--- src/rtl/apm_pkg.sv ---
package apm_pkg;
  localparam int ABS_W  = 64;
  localparam int LOW_W  = 32;
  localparam int PERM_W = 3;

  typedef enum logic [1:0] {
    SPACE_MEM = 2'd0,
    SPACE_IO  = 2'd1,
    SPACE_FW  = 2'd2
  } space_e;

  localparam logic [PERM_W-1:0] PERM_ALL = 3'b111;
endpackage

--- src/rtl/apm_space_decode.sv ---
module apm_space_decode
  import apm_pkg::*;
(
  input  logic [7:0] top_byte,
  output space_e     space
);
  logic hi_nib_f;
  logic lo_nib_zero;

  always_comb begin
    hi_nib_f    = (top_byte[7:4] == 4'hF);
    lo_nib_zero = (top_byte[3:0] == 4'h0);
    if (!hi_nib_f)        space = SPACE_MEM;
    else if (!lo_nib_zero) space = SPACE_IO;
    else                  space = SPACE_FW;
  end


  io_needs_f_chk: assert final ((space != SPACE_IO) || (top_byte[7:4] == 4'hF));
endmodule

--- src/rtl/apm_extend.sv ---
module apm_extend
  import apm_pkg::*;
#(
  parameter int PHYS_W = 40
)(
  input  logic [ABS_W-1:0]  abs_addr,
  input  logic              wide_mode,
  input  logic              legacy_arch,
  input  space_e            space,
  output logic [PHYS_W-1:0] phys_next
);
  localparam int FW_LO = PHYS_W - 4;

  assign phys_next[LOW_W-1:0] = abs_addr[LOW_W-1:0];

  for (genvar j = LOW_W; j < PHYS_W; j++) begin : g_upper
    if (j >= FW_LO) begin : g_fw_bit
      always_comb begin
        if (wide_mode)        phys_next[j] = abs_addr[j];
        else if (legacy_arch) phys_next[j] = 1'b0;
        else                  phys_next[j] = (space == SPACE_IO) || (space == SPACE_FW);
      end
    end else begin : g_plain_bit
      always_comb begin
        if (wide_mode)        phys_next[j] = abs_addr[j];
        else if (legacy_arch) phys_next[j] = 1'b0;
        else                  phys_next[j] = (space == SPACE_IO);
      end
    end
  end
endmodule

--- src/rtl/abs_phys_mapper.sv ---
module abs_phys_mapper
  import apm_pkg::*;
#(
  parameter int PHYS_W = 40
)(
  input  logic              clk,
  input  logic              rst,
  input  logic [63:0]       abs_addr,
  input  logic              wide_mode,
  input  logic              legacy_arch,
  output logic [PHYS_W-1:0] phys_addr,
  output logic [2:0]        perm_rwx
);
  localparam int UP_W = PHYS_W - LOW_W;
  localparam int FW_LO = PHYS_W - 4;

  space_e             space;
  logic [PHYS_W-1:0]  phys_next;

  apm_space_decode u_dec (
    .top_byte (abs_addr[31:24]),
    .space    (space)
  );

  apm_extend #(.PHYS_W(PHYS_W)) u_ext (
    .abs_addr    (abs_addr),
    .wide_mode   (wide_mode),
    .legacy_arch (legacy_arch),
    .space       (space),
    .phys_next   (phys_next)
  );

  always_ff @(posedge clk) begin
    if (rst) begin
      phys_addr <= '0;
      perm_rwx  <= '0;
    end else begin
      phys_addr <= phys_next;
      perm_rwx  <= PERM_ALL;
    end
  end


  low_follow_chk: assert property (@(posedge clk) disable iff (rst)
    !$past(rst) |-> phys_addr[31:0] == $past(abs_addr[31:0]));


  perm_all_chk: assert property (@(posedge clk) disable iff (rst)
    !$past(rst) |-> perm_rwx == 3'b111);


  wide_pass_chk: assert property (@(posedge clk) disable iff (rst)
    (!$past(rst) && $past(wide_mode)) |-> phys_addr == $past(abs_addr[PHYS_W-1:0]));


  mem_zero_chk: assert property (@(posedge clk) disable iff (rst)
    (!$past(rst) && !$past(wide_mode) && !$past(legacy_arch) && $past(abs_addr[31:28]) != 4'hF)
    |-> phys_addr[PHYS_W-1:LOW_W] == '0);


  fw_nibble_chk: assert property (@(posedge clk) disable iff (rst)
    (!$past(rst) && !$past(wide_mode) && !$past(legacy_arch) && $past(abs_addr[31:24]) == 8'hF0)
    |-> phys_addr[PHYS_W-1:FW_LO] == 4'hF);


  legacy_zero_chk: assert property (@(posedge clk) disable iff (rst)
    (!$past(rst) && !$past(wide_mode) && $past(legacy_arch))
    |-> phys_addr[PHYS_W-1:LOW_W] == {UP_W{1'b0}});
endmodule

--- config.mk ---
export PLATFORM = sky130hd
export DESIGN_NAME = abs_phys_mapper
export DESIGN_NICKNAME = d
export VERILOG_FILES = /design/src/rtl/apm_pkg.sv /design/src/rtl/apm_space_decode.sv /design/src/rtl/apm_extend.sv /design/src/rtl/abs_phys_mapper.sv
export SDC_FILE = /design/constraint.sdc
export NUM_CORES = 1
export LEC_CHECK = 0
export CAP_MARGIN = 5
export CORE_ASPECT_RATIO = 0.7
export CORE_MARGIN = 5
export CORE_UTILIZATION = 27
export CTS_CLUSTER_SIZE = 10
export DETAILED_ROUTE_END_ITERATION = 6
export PLACE_DENSITY = 0.75
export SYNTH_ARGS = -nofsm -noshare
export SYNTH_HDL_FRONTEND = slang
export SYNTH_SLANG_ARGS = --single-unit
--- constraint.sdc ---
create_clock -name clk -period 0.9 [get_ports clk]
set_input_delay 0.18 -clock clk [delete_from_list [all_inputs] [get_ports clk]]
set_output_delay 0.18 -clock clk [all_outputs]
set_load 0.005 [all_outputs]
==> impl_summary.txt <==
----------------------------------------------------
[Yosys]
  Commonest cells in the synthesized netlist ... 41 x sky130_fd_sc_hd__dfxtp_1, 32 x sky130_fd_sc_hd__nor2b_1, 4 x sky130_fd_sc_hd__a21o_1, 4 x sky130_fd_sc_hd__a21oi_2, 4 x sky130_fd_sc_hd__nand2_1
  Post-Syn Nets ... 166
  Number of enable-type register cells in the synthesized netlist ... 0
  Fraction of registers with async set/reset ... 0%
  Number of flip-flops and latches in the synthesized netlist ... 41
  Leading post-synthesis cells by cell area ... sky130_fd_sc_hd__dfxtp_1 69%, sky130_fd_sc_hd__nor2b_1 17%, sky130_fd_sc_hd__a21oi_2 2.9%, sky130_fd_sc_hd__a21o_1 2.5%, sky130_fd_sc_hd__buf_4 1.9%
  Top-count cell post-synth ... sky130_fd_sc_hd__dfxtp_1
  Seq/Total Area, Yosys ... 68.8%
  Portion of synthesized cell area occupied by the leading cell type ... 68.8%
  Netlist area before placement ... 1190 µm²
  Largest area contributor in the synthesized netlist ... sky130_fd_sc_hd__dfxtp_1
  Warnings, synthesis ... 0
  Distinct cells, synth ... 14
  Syn Area/Cell ... 12.2 µm²
  Leading register cell type out of synthesis ... sky130_fd_sc_hd__dfxtp_1
  Number of standard cells after synthesis ... 98

[CTS]
  Maximum number of buffers from clock root to sink ... 2
  CTS hold repair buffers ... 0
  CTS Root Buffer Type ... sky130_fd_sc_hd__clkbuf_8
  Number of buffers inserted during clock tree synthesis ... 5
  Clock sink count ... 41
  TritonCTS clock tree ... yes
  Deepest level of the CTS H-tree ... 2
  Clock-pin slew of the registers on the worst-case setup and hold paths ... 0.08 ns

[Global routing]
  Antenna violations before repair ... 0
  GRT Total Usage ... 11.0%
  Vias in the first global route ... 1014
  Global-route wire length before repair ... 4840 µm
  Largest net degree at the start of global routing ... 21
  Total overflow reported by the global router ... 0

[Routing]
  Iteration-0 DRC count of the detailed router ... 19
  Routed via count divided by cell count ... 3.90
  Routed length per instance ... 12.4 µm
  Count of nets left with antenna violations after detail routing ... 0
  Total via count in the routed design ... 955
  Post-detailed-routing wire length ... 3050 µm
  DR DRC count ... 0
  Detailed-router iteration count before antenna repair ... 3

[Place]
  GPL Wtd Cong ... 0.690
  Number of cells in the design after placement ... 236
  Detailed placer's ending HPWL ... 2430 µm
  Number of buffers added on ports ... 86
  Standard cell area after detailed placement ... 2110 µm²

[Critical path]
  Cell chain of the critical path ... buf_2
  Maximum single-stage delay on the critical path ... 0.32 ns
  Arrival time worst endpoint ... 0.71 ns
  Critical path class ... reg2out
  Required time reported for the critical path endpoint ... 0.72 ns
  Crit-path max FO ... 3
  Kind of cell with the highest combined delay on the critical path ... flip-flops
  Nature of the critical path endpoint ... output pin
  Critical Path Slowest Stage Cell ... sky130_fd_sc_hd__dfxtp_2
  Number of buffers and inverters on the critical path ... 1
  Crit start category ... flip-flop

[Floorplan]
  Chip width ... 89.5 µm
  Core region area ... 4300 µm²
  Number of I/O pins ... 111
  Die Height ... 65.6 µm
  Site Rows ... 20
  Area of the die ... 5870 µm²
  Starting density of the core ... 27.7%

[STA]
  Final min period ... 0.895 ns
  Setup repair after global routing missed its margin ... yes
  Final-report setup violation count ... 0
  Max transition margin ... 80.8%
  Final number of max-transition violations ... 0
  Count of endpoints failing hold in the final timing report ... 0
  Slew at the pin closest to its max-slew limit ... 0.287 ns
  Max Clk Rate ... 1.12 GHz
  Worst hold slack after final layout ... 0.219 ns
  Period Utilization, post-route ... 99.4%

[Cells and area]
  Layout overhead on the synthesized area ... 79.5%
  Ratio of cells with drive above 1 in the final layout ... 42.6%
  Nets ... 257
  Final design instance area without fill ... 2140 µm²
  Antenna Diode Count ... 0
  Number of standard cells in the final layout excluding fillers ... 245

[Pwr]
  LEAKAGE ... 0.974 nW
  Cell area power density ... 1810 nW/µm²
  Worst VDD drop ... 0.762 mV

[Worst hold path]
  Classification of the worst-slack hold path ... in2reg

[Run]
  Max-capacitance violation count ... 0

[Outcome]
  Run status ... finished, final reports clean

----------------------------------------------------
-- path summary, 6_finish.rpt --
kind / slack, ns / startpoint / end / depth (start not counted)
max: 0.005 / perm_rwx[1] / perm_rwx[1] / 1
min: 0.22 / abs_addr[28] / phys_addr[28] / 2
-- flip-flops by register name, indices dropped and copies added, names as in the netlist --
name       cells
perm_rwx       1
phys_addr     40
-- where the power goes --
part / switching, mW / total (mW) / leakage, nW / internal, mW
sequential: 0.0275 / 1.94 / 0.346 / 1.92
clock: 0.578 / 1.48 / 0.0585 / 0.904
combinational: 0.147 / 0.452 / 0.570 / 0.306
total: 0.752 / 3.88 / 0.974 / 3.12
-- final cells by class --
type / instances / area (µm²)
clock buffer: 7 / 86.3
clock inverter: 1 / 30.0
fill: 396 / 2160
inverter: 1 / 3.75
multi-input combinational: 50 / 355
sequential: 41 / 843
tap: 55 / 68.8
timing repair buffer: 90 / 754
-- cell families after synthesis --
family	synth area share, %
and+or+nand+nor	22.3
buffers and inverters	3.46
DFF	68.8
AOI/OAI and AO/OA	5.45
-- placed cells by master (no fill, tap or decap), drive strengths merged, types with 4 or more instances in the layout --
master          n
buf            47
dfxtp          41
clkdlybuf4s50  32
a21oi           4
a21o            4
clkbuf          7
nand2           4
nor2b          33
dlygate4sd2     4
clkdlybuf4s15   6
-- repair_timing --
| item | in CTS | in global routing |
|---|---|---|
| pin swaps | 4 | 3 |
| setup endpoints to repair | 66 | 48 |
| resized for setup | 196 | 27 |
| buffers inserted | 1 | 0 |
-- metal layers --
layer | track usage [%] | share of wire (%) | wire, µm | vias to the layer above
met5 | 0 | 0 | 0 | -
met4 | 5.02 | 0.95 | 29 | 0
met3 | 4.76 | 11 | 337 | 5
met2 | 16.2 | 45 | 1380 | 50
met1 | 13.9 | 43 | 1300 | 414
li1 | - | - | - | 486
-- through the flow --
step           total power [mW]  TNS, ns  setup slack, ns  util, %
5_1_grt                    4.10   -0.986          -0.0489     49.8
4_1_cts                    3.91   -0.103          -0.0164     47.6
3_5_place_dp               2.50   -17.65           -0.608     49.0
3_3_place_gp               2.49   -17.47           -0.562     49.0
2_1_floorplan              2.10        0           0.0374        -
6_report                   3.88        0          0.00514     49.8
Power figures use the tool's default switching activity.
